<file path="src/rtl/flash_sp_pkg.sv">
package flash_sp_pkg;

  localparam int CMD_W = 5;

  typedef enum logic [2:0] {
    CMD_NONE,
    CMD_FILL,
    CMD_ERASE,
    CMD_WRITE,
    CMD_LOCK,
    CMD_RWW
  } cmd_kind_e;

  typedef enum logic [1:0] {
    FOP_ERASE = 2'd0,
    FOP_WRITE = 2'd1,
    FOP_LOCK  = 2'd2,
    FOP_RWW   = 2'd3
  } flash_op_e;

  // Map a raw command code to its kind; unlisted codes are not commands.
  function automatic cmd_kind_e decode_cmd(input logic [CMD_W-1:0] code);
    case (code)
      5'b00001: decode_cmd = CMD_FILL;
      5'b00011: decode_cmd = CMD_ERASE;
      5'b00101: decode_cmd = CMD_WRITE;
      5'b01001: decode_cmd = CMD_LOCK;
      5'b10001: decode_cmd = CMD_RWW;
      default:  decode_cmd = CMD_NONE;
    endcase
  endfunction

  function automatic flash_op_e kind_to_op(input cmd_kind_e kind);
    case (kind)
      CMD_WRITE: kind_to_op = FOP_WRITE;
      CMD_LOCK:  kind_to_op = FOP_LOCK;
      CMD_RWW:   kind_to_op = FOP_RWW;
      default:   kind_to_op = FOP_ERASE;
    endcase
  endfunction

endpackage

</file>
<file path="src/rtl/fsp_cmd_reg.sv">
// Command register with its arm window and auto-clear.
module fsp_cmd_reg
  import flash_sp_pkg::*;
#(
  parameter int ARM_CYCLES = 4,
  localparam int CNT_W = $clog2(ARM_CYCLES + 1)
) (
  input  logic             clk,
  input  logic             rst,
  input  logic             cfg_we,
  input  logic [CMD_W-1:0] cfg_wdata,
  input  logic             st_valid,
  input  logic             op_busy,
  input  logic             op_done,
  output logic [CMD_W-1:0] cmd_q,
  output cmd_kind_e        kind,
  output logic             st_accept
);

  logic [CNT_W-1:0] cnt_q;
  logic             load;
  logic             armed;

  assign load      = cfg_we && (decode_cmd(cfg_wdata) != CMD_NONE);
  assign armed     = (cnt_q != '0);
  assign kind      = decode_cmd(cmd_q);
  // A register write in the same cycle re-arms and wins over the strobe.
  assign st_accept = st_valid && armed && !op_busy && !load;

  always_ff @(posedge clk) begin
    if (rst) begin
      cmd_q <= '0;
      cnt_q <= '0;
    end else if (op_busy) begin
      cnt_q <= '0;
      if (op_done) cmd_q <= '0;
    end else if (load) begin
      cmd_q <= cfg_wdata;
      cnt_q <= CNT_W'(ARM_CYCLES);
    end else if (armed) begin
      if (st_accept) begin
        cnt_q <= '0;
        // Flash commands keep the code until completion.
        if (kind == CMD_FILL) cmd_q <= '0;
      end else begin
        cnt_q <= cnt_q - 1'b1;
        if (cnt_q == CNT_W'(1)) cmd_q <= '0;
      end
    end
  end

endmodule

</file>
<file path="src/rtl/fsp_page_buf.sv">
// Temporary page buffer: one write port, one registered read port.
module fsp_page_buf #(
  parameter int WORDS  = 32,
  parameter int DATA_W = 16,
  localparam int AW = $clog2(WORDS)
) (
  input  logic              clk,
  input  logic              wr_en,
  input  logic [AW-1:0]     wr_addr,
  input  logic [DATA_W-1:0] wr_data,
  input  logic [AW-1:0]     rd_addr,
  output logic [DATA_W-1:0] rd_data
);

  logic [DATA_W-1:0] mem [WORDS];

  always_ff @(posedge clk) begin
    if (wr_en) mem[wr_addr] <= wr_data;
    rd_data <= mem[rd_addr];
  end

endmodule

</file>
<file path="src/rtl/fsp_op_seq.sv">
// Flash operation sequencer: latches the operands, holds the request until done.
module fsp_op_seq
  import flash_sp_pkg::*;
#(
  parameter int PAGE_W          = 10,
  parameter int DATA_W          = 16,
  parameter int NRWW_FIRST_PAGE = 896
) (
  input  logic              clk,
  input  logic              rst,
  input  logic              start,
  input  cmd_kind_e         start_kind,
  input  logic [PAGE_W-1:0] start_page,
  input  logic [DATA_W-1:0] start_data,
  input  logic              fl_done,
  output logic              busy,
  output logic              op_done,
  output logic [1:0]        fl_op,
  output logic [PAGE_W-1:0] fl_page,
  output logic [DATA_W-1:0] fl_data,
  output logic              cpu_halt
);

  logic paged;

  assign paged   = (start_kind == CMD_ERASE) || (start_kind == CMD_WRITE);
  assign op_done = busy && fl_done;

  always_ff @(posedge clk) begin
    if (rst) begin
      busy     <= 1'b0;
      fl_op    <= '0;
      fl_page  <= '0;
      fl_data  <= '0;
      cpu_halt <= 1'b0;
    end else if (!busy) begin
      if (start) begin
        busy     <= 1'b1;
        fl_op    <= kind_to_op(start_kind);
        fl_page  <= paged ? start_page : '0;
        fl_data  <= (start_kind == CMD_LOCK) ? start_data : '0;
        cpu_halt <= paged && (start_page >= PAGE_W'(NRWW_FIRST_PAGE));
      end
    end else if (fl_done) begin
      busy     <= 1'b0;
      cpu_halt <= 1'b0;
    end
  end

endmodule

</file>
<file path="src/rtl/flash_selfprog_ctrl.sv">
module flash_selfprog_ctrl
  import flash_sp_pkg::*;
#(
  parameter int PAGE_WORDS      = 32,
  parameter int PTR_W           = 16,
  parameter int DATA_W          = 16,
  parameter int ARM_CYCLES      = 4,
  parameter int NRWW_FIRST_PAGE = 896,
  localparam int WORD_BITS = $clog2(PAGE_WORDS),
  localparam int PAGE_W    = PTR_W - 1 - WORD_BITS
) (
  input  logic                 clk,
  input  logic                 rst,
  input  logic                 cfg_we,
  input  logic [CMD_W-1:0]     cfg_wdata,
  output logic [CMD_W-1:0]     cfg_rdata,
  input  logic                 st_valid,
  input  logic [PTR_W-1:0]     st_ptr,
  input  logic [DATA_W-1:0]    st_data,
  output logic                 fl_req,
  output logic [1:0]           fl_op,
  output logic [PAGE_W-1:0]    fl_page,
  output logic [DATA_W-1:0]    fl_data,
  input  logic                 fl_done,
  input  logic [WORD_BITS-1:0] fl_buf_addr,
  output logic [DATA_W-1:0]    fl_buf_rdata,
  output logic                 cpu_halt
);

  cmd_kind_e            kind;
  logic                 st_accept;
  logic                 busy;
  logic                 op_done;
  logic                 fill_we;
  logic                 op_start;
  logic [WORD_BITS-1:0] ptr_word;
  logic [PAGE_W-1:0]    ptr_page;
  logic                 unused_byte_sel;

  assign ptr_word        = st_ptr[WORD_BITS:1];
  assign ptr_page        = st_ptr[PTR_W-1:WORD_BITS+1];
  assign unused_byte_sel = st_ptr[0];

  assign fill_we  = st_accept && (kind == CMD_FILL);
  assign op_start = st_accept && (kind != CMD_FILL);
  assign fl_req   = busy;

  fsp_cmd_reg #(
    .ARM_CYCLES(ARM_CYCLES)
  ) u_cmd (
    .clk       (clk),
    .rst       (rst),
    .cfg_we    (cfg_we),
    .cfg_wdata (cfg_wdata),
    .st_valid  (st_valid),
    .op_busy   (busy),
    .op_done   (op_done),
    .cmd_q     (cfg_rdata),
    .kind      (kind),
    .st_accept (st_accept)
  );

  fsp_page_buf #(
    .WORDS (PAGE_WORDS),
    .DATA_W(DATA_W)
  ) u_buf (
    .clk    (clk),
    .wr_en  (fill_we),
    .wr_addr(ptr_word),
    .wr_data(st_data),
    .rd_addr(fl_buf_addr),
    .rd_data(fl_buf_rdata)
  );

  fsp_op_seq #(
    .PAGE_W         (PAGE_W),
    .DATA_W         (DATA_W),
    .NRWW_FIRST_PAGE(NRWW_FIRST_PAGE)
  ) u_seq (
    .clk       (clk),
    .rst       (rst),
    .start     (op_start),
    .start_kind(kind),
    .start_page(ptr_page),
    .start_data(st_data),
    .fl_done   (fl_done),
    .busy      (busy),
    .op_done   (op_done),
    .fl_op     (fl_op),
    .fl_page   (fl_page),
    .fl_data   (fl_data),
    .cpu_halt  (cpu_halt)
  );

endmodule

</file>
<file path="config.mk">
export PLATFORM = sky130hd
export DESIGN_NAME = flash_selfprog_ctrl
export DESIGN_NICKNAME = d
export VERILOG_FILES = /design/src/rtl/flash_sp_pkg.sv /design/src/rtl/fsp_cmd_reg.sv /design/src/rtl/fsp_page_buf.sv /design/src/rtl/fsp_op_seq.sv /design/src/rtl/flash_selfprog_ctrl.sv
export SDC_FILE = /design/constraint.sdc
export NUM_CORES = 1
export LEC_CHECK = 0
export ABC_AREA = 1
export BUFFER_PORTS_ARGS = -buffer_cell sky130_fd_sc_hd__buf_4
export CAP_MARGIN = 10
export CORE_ASPECT_RATIO = 0.8
export CORE_UTILIZATION = 66
export DETAILED_ROUTE_END_ITERATION = 8
export HOLD_SLACK_MARGIN = 0.02
export PLACE_DENSITY = 0.85
export SETUP_SLACK_MARGIN = 0.2
export SLEW_MARGIN = 10
export SYNTH_ARGS = -nofsm -noshare
export SYNTH_HDL_FRONTEND = slang
export SYNTH_HIERARCHICAL = 1
export SYNTH_SLANG_ARGS = --single-unit
</file>
<file path="constraint.sdc">
create_clock -name clk -period 3.82 [get_ports clk]
set_input_delay 0.191 -clock clk [delete_from_list [all_inputs] [get_ports clk]]
set_output_delay 0.191 -clock clk [all_outputs]
set_load 0.05 [all_outputs]
</file>
======== Word-level counts from Yosys, hierarchy flattened ========
Memories as Yosys holds them, arrays and structs flattened. A register that Yosys moved wholly into a read port is not among the register bits.
Cells that the tools add are included.
storage, ports and cells
  bits in registers ....................... 38
  memory bits (writable) .................. 512
  bits of input ports ..................... 47
  output and inout port bits .............. 51
  logic and storage cells ................. 77
  memories kept ........................... 1
memories
  name       depth  bits a word  rd ports  clocked after memory_dff  wr ports  RTL line            text
  u_buf.mem  32     16           1         1                         1         fsp_page_buf.sv:15  logic [DATA_W-1:0] mem [WORDS];
cells by class
  add/sub/neg operators ................... 1
  order comparisons ....................... 1
  equal/unequal tests ..................... 20
  multiplexer cells ....................... 23
  bitwise operators ....................... 1
  reduce and logical (&&, ||, !) cells .... 22
operators by type and width
  cell                  count
  $mux 5                7
  $pmux 3 s5            2
  $mux 16               1
  $eq 5x1->1 const B    2
  $eq 5x2->1 const B    2
  $eq 5x3->1 const B    2
  $eq 5x4->1 const B    2
  $eq 5x5->1 const B    2
  $ge 10x10->1 const B  1
  $mux 10               1
  $mux 3                3
  $reduce_bool 3->1     3
  $logic_and 1x1->1     8
  $mux 1                8
  $eq 3x1->1 const B    2
  $eq 3x2->1 const B    2
  $eq 3x3->1 const B    2
  $pmux 2 s3            1
  $ne 2x2->1 const B    2
  $ne 4x1->1 const B    1
  $reduce_and 2->1      2
  $reduce_and 4->1      1
  $reduce_bool 2->1     2
  $reduce_bool 4->1     1
  7 further kinds       8

======== Longest topological paths before layout ========
  depth in word-level cells ............... 10
  mapped depth ............................ 15

======== Cells and area by module ========
Netlist, hierarchy kept.
modules (own cells, without submodules)
  module               instances  cells an instance  area each (um2)  sequential area each (um2)
  fsp_page_buf         1          1794               21301.7          15695.1
  fsp_op_seq           1          145                1132.3           600.6
  fsp_cmd_reg          1          102                633.1            160.2
  flash_selfprog_ctrl  1          7                  35.0             0.0

======== Least setup slack after synthesis ========
OpenSTA, ideal clock, no wires.
  kind .................................... reg2reg
  start point ............................. register u_cmd.cmd_q[4]
  end point ............................... memory u_buf.mem[11][0] (enable)
  data arrival time ....................... 2425 ps
  required time ........................... 3432 ps
  setup slack ............................. 1006 ps
  stages on the path, launching flop included .. 9
  period minus slack after synthesis ...... 2814 ps
  cells stage by stage .................... dfxtp_1 > inv_1 > nand4_1 > o41ai_1 > inv_1 > nand3_2 > nor2_2 > nand3_1 > nor2_1
between the ends
  cells in the longest elaborated chain, start to end .. 6
  elaborated cells between the ends (all ways) .. 10
  classes of those cells .................. 6 x eq/ne; 3 x mux; 1 x reduce/logical
ends and longest elaborated chain
  element                             RTL line                   text
  start, declared                     fsp_cmd_reg.sv:15          output logic [CMD_W-1:0] cmd_q,
  start signal, assigned              fsp_cmd_reg.sv:38          cmd_q <= cfg_wdata;
  $eq 5x5->1 (tied with other cells)  flash_sp_pkg.sv:23         case (code)
  $pmux 3 s5 *                        flash_sp_pkg.sv:23
  named net kind[1]                   flash_selfprog_ctrl.sv:30  cmd_kind_e kind;
  $eq 3x1->1 *                        flash_selfprog_ctrl.sv:44  assign fill_we = st_accept && (kind == CMD_FILL);
  $logic_and 1x1->1 *                 flash_selfprog_ctrl.sv:44
  named net fill_we                   flash_selfprog_ctrl.sv:34  logic fill_we;
  $mux 1 *                            fsp_page_buf.sv:18         if (wr_en) mem[wr_addr] <= wr_data;
  $mux 1 (implied by the code) *      fsp_page_buf.sv:18
  end, declared                       fsp_page_buf.sv:15
Mark *: on every way through the listed nets, which the timed path passes. The rest lies on a longest branch.

======== Worst setup path after layout ========
  start point ............................. register u_cmd.cmd_q[2]
  end point ............................... register u_seq.fl_page[6]
between the ends
  cells in the longest elaborated chain, start to end .. 5
  elaborated cells between the ends (all ways) .. 13
  classes of those cells .................. 8 x eq/ne; 2 x mux; 3 x reduce/logical
ends and longest elaborated chain
  element                             RTL line                   text
  $eq 5x5->1 (tied with other cells)  flash_sp_pkg.sv:23
  $pmux 3 s5 *                        flash_sp_pkg.sv:23
  named net kind[2]                   flash_selfprog_ctrl.sv:30
  $ne 3x1->1 *                        flash_selfprog_ctrl.sv:45  assign op_start = st_accept && (kind != CMD_FILL);
  $logic_and 1x1->1 *                 flash_selfprog_ctrl.sv:45
  named net op_start                  flash_selfprog_ctrl.sv:35  logic op_start;
  $reduce_and 2->1 (no line) *        -
  end signal, assigned                fsp_op_seq.sv:40           fl_page <= paged ? start_page : '0;
  end, declared                       fsp_op_seq.sv:19           output logic [PAGE_W-1:0] fl_page,
Marks and branches as above.
A chain may end at the register's enable or synchronous reset.

==> impl_metrics.tcl <==
set metrics [dict create \
    status "finished, final reports clean" \
    slew_headroom_pct 13.8 \
    clk_latency_ns 0.58 \
    critPathSlowestCell "inv_2" \
    hold_depth 5 \
    netlist.area_leader.share_pct 66.6 \
    r2r_start "u_cmd/cmd_q[2]$_SDFFE_PP0P_" \
    whs_ns 0.0409 \
    required_ns 4.34 \
    rows 60 \
    wire_per_inst_um 21.5 \
    grt_remaining_overflow 0 \
    vdd_drop_max_mv 0.473 \
    ios 98 \
    maxCapViolations 0 \
    critical_path_buf_inv_count 6 \
    cts_sinks 566 \
    syn-cell-area_sq_um 23100 \
    synthesis.nets 2098 \
    viasPerCell 6.15 \
    hold_path.startpoint "cfg_wdata[2]" \
    synth_cell_types 34 \
    die_h_um 169 \
    setup-violations-final 0 \
    rsz0062_at_grt "no" \
    drive_gt1_share_pct 10.9 \
    clockBufferDepth 3 \
    synth_common_cells "nand2_1 (777), edfxtp_1 (512), nand3_1 (411)" \
    cpPeakStageDelay_ns 0.62 \
    fill_cells 2012 \
    critPathCaptureType "register" \
    ff2ff_path_depth 14 \
    hold_viol 0 \
    synth_largest_area_cell "edfxtp_1" \
    grt_pass1_vias 15400 \
    cts_tree "done" \
    p_clk_share_pct 35.6 \
    cts_made_buffers 51 \
    syn_area_per_cell_sq_um 11.3 \
    nets 2194 \
    cts_setup_buffers 0 \
    crit_type "register to register" \
    grt_max_degree 257 \
    grt_pass1_wl_um 85600 \
    ctsRootBufferMaster "clkbuf_16" \
    multi_input_comb_area_sq_um 5670 \
    crit_chain "inv_2 -> nand2_1 -> nor2_1 -> inv_1 -> a21oi_1 -> inv_1 -> nand3_2 -> nand2_1 -> inv_1 -> nand2_1 -> inv_2 -> nand3_1 -> a21oi_1 -> dlygate4sd3_1" \
    synth_top_cells_by_area "edfxtp_1 (67%), nand2_1 (13%), nand3_1 (8.9%)" \
    fin_tns_setup_ns 0 \
    finalWirelength_um 57000 \
    drt-initial-drc-count 2609 \
    regArea_sq_um 16500 \
    min_period_ns 3.27 \
    initial_core_util_pct 67.9 \
    r2r-end "u_seq/fl_page[6]$_SDFFE_PP0P_" \
    remaining_drc_errors 0 \
    htreeDepth 2 \
    clock_skew_ns 0.0142 \
    synthCells 2048 \
    via_count 16300 \
    seqPwrFrac_pct 51.0 \
    max_freq_ghz 0.305 \
    synth_most_common_cell "nand2_1" \
    core_sq_um 34000 \
    switching_share_pct 26.3 \
    dp_hpwl_um 32100 \
    dr.pass1.iters 6 \
    postRouteAntennaNets 0 \
    antenna_found_initial 0 \
    synth_warnings 6 \
    clk_pin_slew_worst_paths_ns 0.07 \
    path_max_fanout 44 \
    setup.worst_path.start_class "register" \
    leakagePower_nw 9.76 \
    r2r_slack_ns 0.55 \
    die_w_um 211 \
    async_flop_share_pct 0 \
    period_share_pct 85.7 \
    synth-main-ff-cell "edfxtp_1" \
    synth_edf_count 512 \
    hold_path_class "input port to register" \
    whs_endpoint "u_cmd/cmd_q[2]$_SDFFE_PP0P_" \
    p_per_area_nw_per_um2 532 \
    globalplace.congestion 0.913 \
    internal_power_mw 10.1 \
    crit_arrival_ns 3.79 \
    port_buffers 96 \
    crit_family "buffers and inverters" \
    ys_seq_elements 566 \
    power.net_switching_mw 3.60 \
    area_growth_pct 11.4 \
    power_frac_comb_pct 13.4 \
    grt_util_all_layers_pct 32.0 \
    die-area_sq_um 35800 \
    maxSlewViolCount 0 \
    worst_pin_slew_ns 1.29 \
    ys_seq_area_share_pct 71.2 \
]
## power by group through the flow
stage               Sequential, mW  Combinational [mW]  Clock [mW]
global route                  6.99                1.94        5.12
finish                        6.98                1.83        4.88
CTS                           6.98                1.80        4.90
global placement              7.10                1.72           0
detailed placement            7.10                1.77           0
floorplan                     7.50               0.806           0
## metrics by stage
step | total power, mW | util, % | std cells | setup WS, ns | cell area, sq um
4_1_cts | 13.7 | 75.6 | 2646 | 0.741 | 25700
6_report | 13.7 | 75.7 | 2649 | 0.546 | 25700
3_3_place_gp | 8.81 | 70.6 | 2542 | 1.22 | 24000
3_5_place_dp | 8.88 | 70.6 | 2542 | 1.13 | 24000
2_1_floorplan | 8.30 | - | 2048 | 1.01 | 23100
5_1_grt | 14.1 | 75.6 | 2646 | 0.320 | 25700
## worst min-delay path, cell delays in order
cell,delay [ns]
buf_4,0.12
inv_2,0.05
nor2_1,0.04
nor2_1,0.12
nor2_2,0.05
## layout make-up
type,count,area share (%)
Clock buffer,75,5.59
Timing Repair Buffer,159,4.94
Tap cell,465,2.26
Clock inverter,15,0.506
Multi-Input combinational cell,1322,22.1
Antenna cell,3,0.0292
Sequential cell,566,64.0
Inverter,44,0.671
## timing repair
action / CTS / global route
endpoints found under the hold margin: 22 / 0
hold buffers: 14 / 0
resized for setup: 0 / 0
## worst max-delay path by stage
| stage | startpoint | to | depth (start not counted) |
|---|---|---|---|
| 5_1_grt | u_cmd/cmd_q[2]$_SDFFE_PP0P_ | u_seq/fl_page[6]$_SDFFE_PP0P_ | 14 |
| 2_1_floorplan | u_cmd/cmd_q[4]$_SDFFE_PP0P_ | u_buf/mem[11][0]$_DFFE_PP_ | 8 |
| 3_3_place_gp | u_cmd/cnt_q[0]$_SDFFE_PP0N_ | u_buf/mem[18][10]$_DFFE_PP_ | 12 |
| 6_report | u_cmd/cmd_q[2]$_SDFFE_PP0P_ | u_seq/fl_page[6]$_SDFFE_PP0P_ | 14 |
| 4_1_cts | u_cmd/cmd_q[2]$_SDFFE_PP0P_ | u_seq/fl_page[6]$_SDFFE_PP0P_ | 14 |
| 3_5_place_dp | u_cmd/cnt_q[0]$_SDFFE_PP0N_ | u_buf/mem[11][11]$_DFFE_PP_ | 12 |
## sequential cells by signal, summed over array words and instances (netlist names)
register,flops
u_cmd/cnt_q,3
u_seq/fl_op,2
u_seq/cpu_halt,1
u_buf/mem,512
u_seq/fl_data,16
u_cmd/cmd_q,5
u_seq/busy,1
u_buf/rd_data,16
u_seq/fl_page,10
## routing by layer
metal / routed length [um] / vias to the layer above / GRT usage [%]
met2: 26500 / 1189 / 49.7
met1: 21600 / 7706 / 46.1
met4: 2100 / 0 / 12.9
met3: 6890 / 149 / 4.92
met5: 0 / - / 0
li1: - / 7242 / -
## cells by family (layout without fill, tap and decap cells)
group	count (synthesis)	in the layout	synth area share, %
AOI/OAI and AO/OA	53	53	1.18
adders and majority gates	3	3	0.162
buffers and inverters	160	293	4.21
DFF	566	566	71.2
other	0	3	0
and+or+nand+nor	1266	1266	23.2
## cells in the final DEF, fill, tap and decap left out, drive strengths merged, types with 2 or more instances in the layout
cell / count
a21oi: 31
buf: 145
bufinv: 2
clkbuf: 75
clkinv: 10
dfxtp: 54
diode: 3
dlygate4sd3: 14
edfxtp: 512
ha: 3
inv: 47
nand2: 780
nand3: 416
nand4: 2
nor2: 63
nor3: 2
o21ai: 19
(Power assumes the default switching activity.)
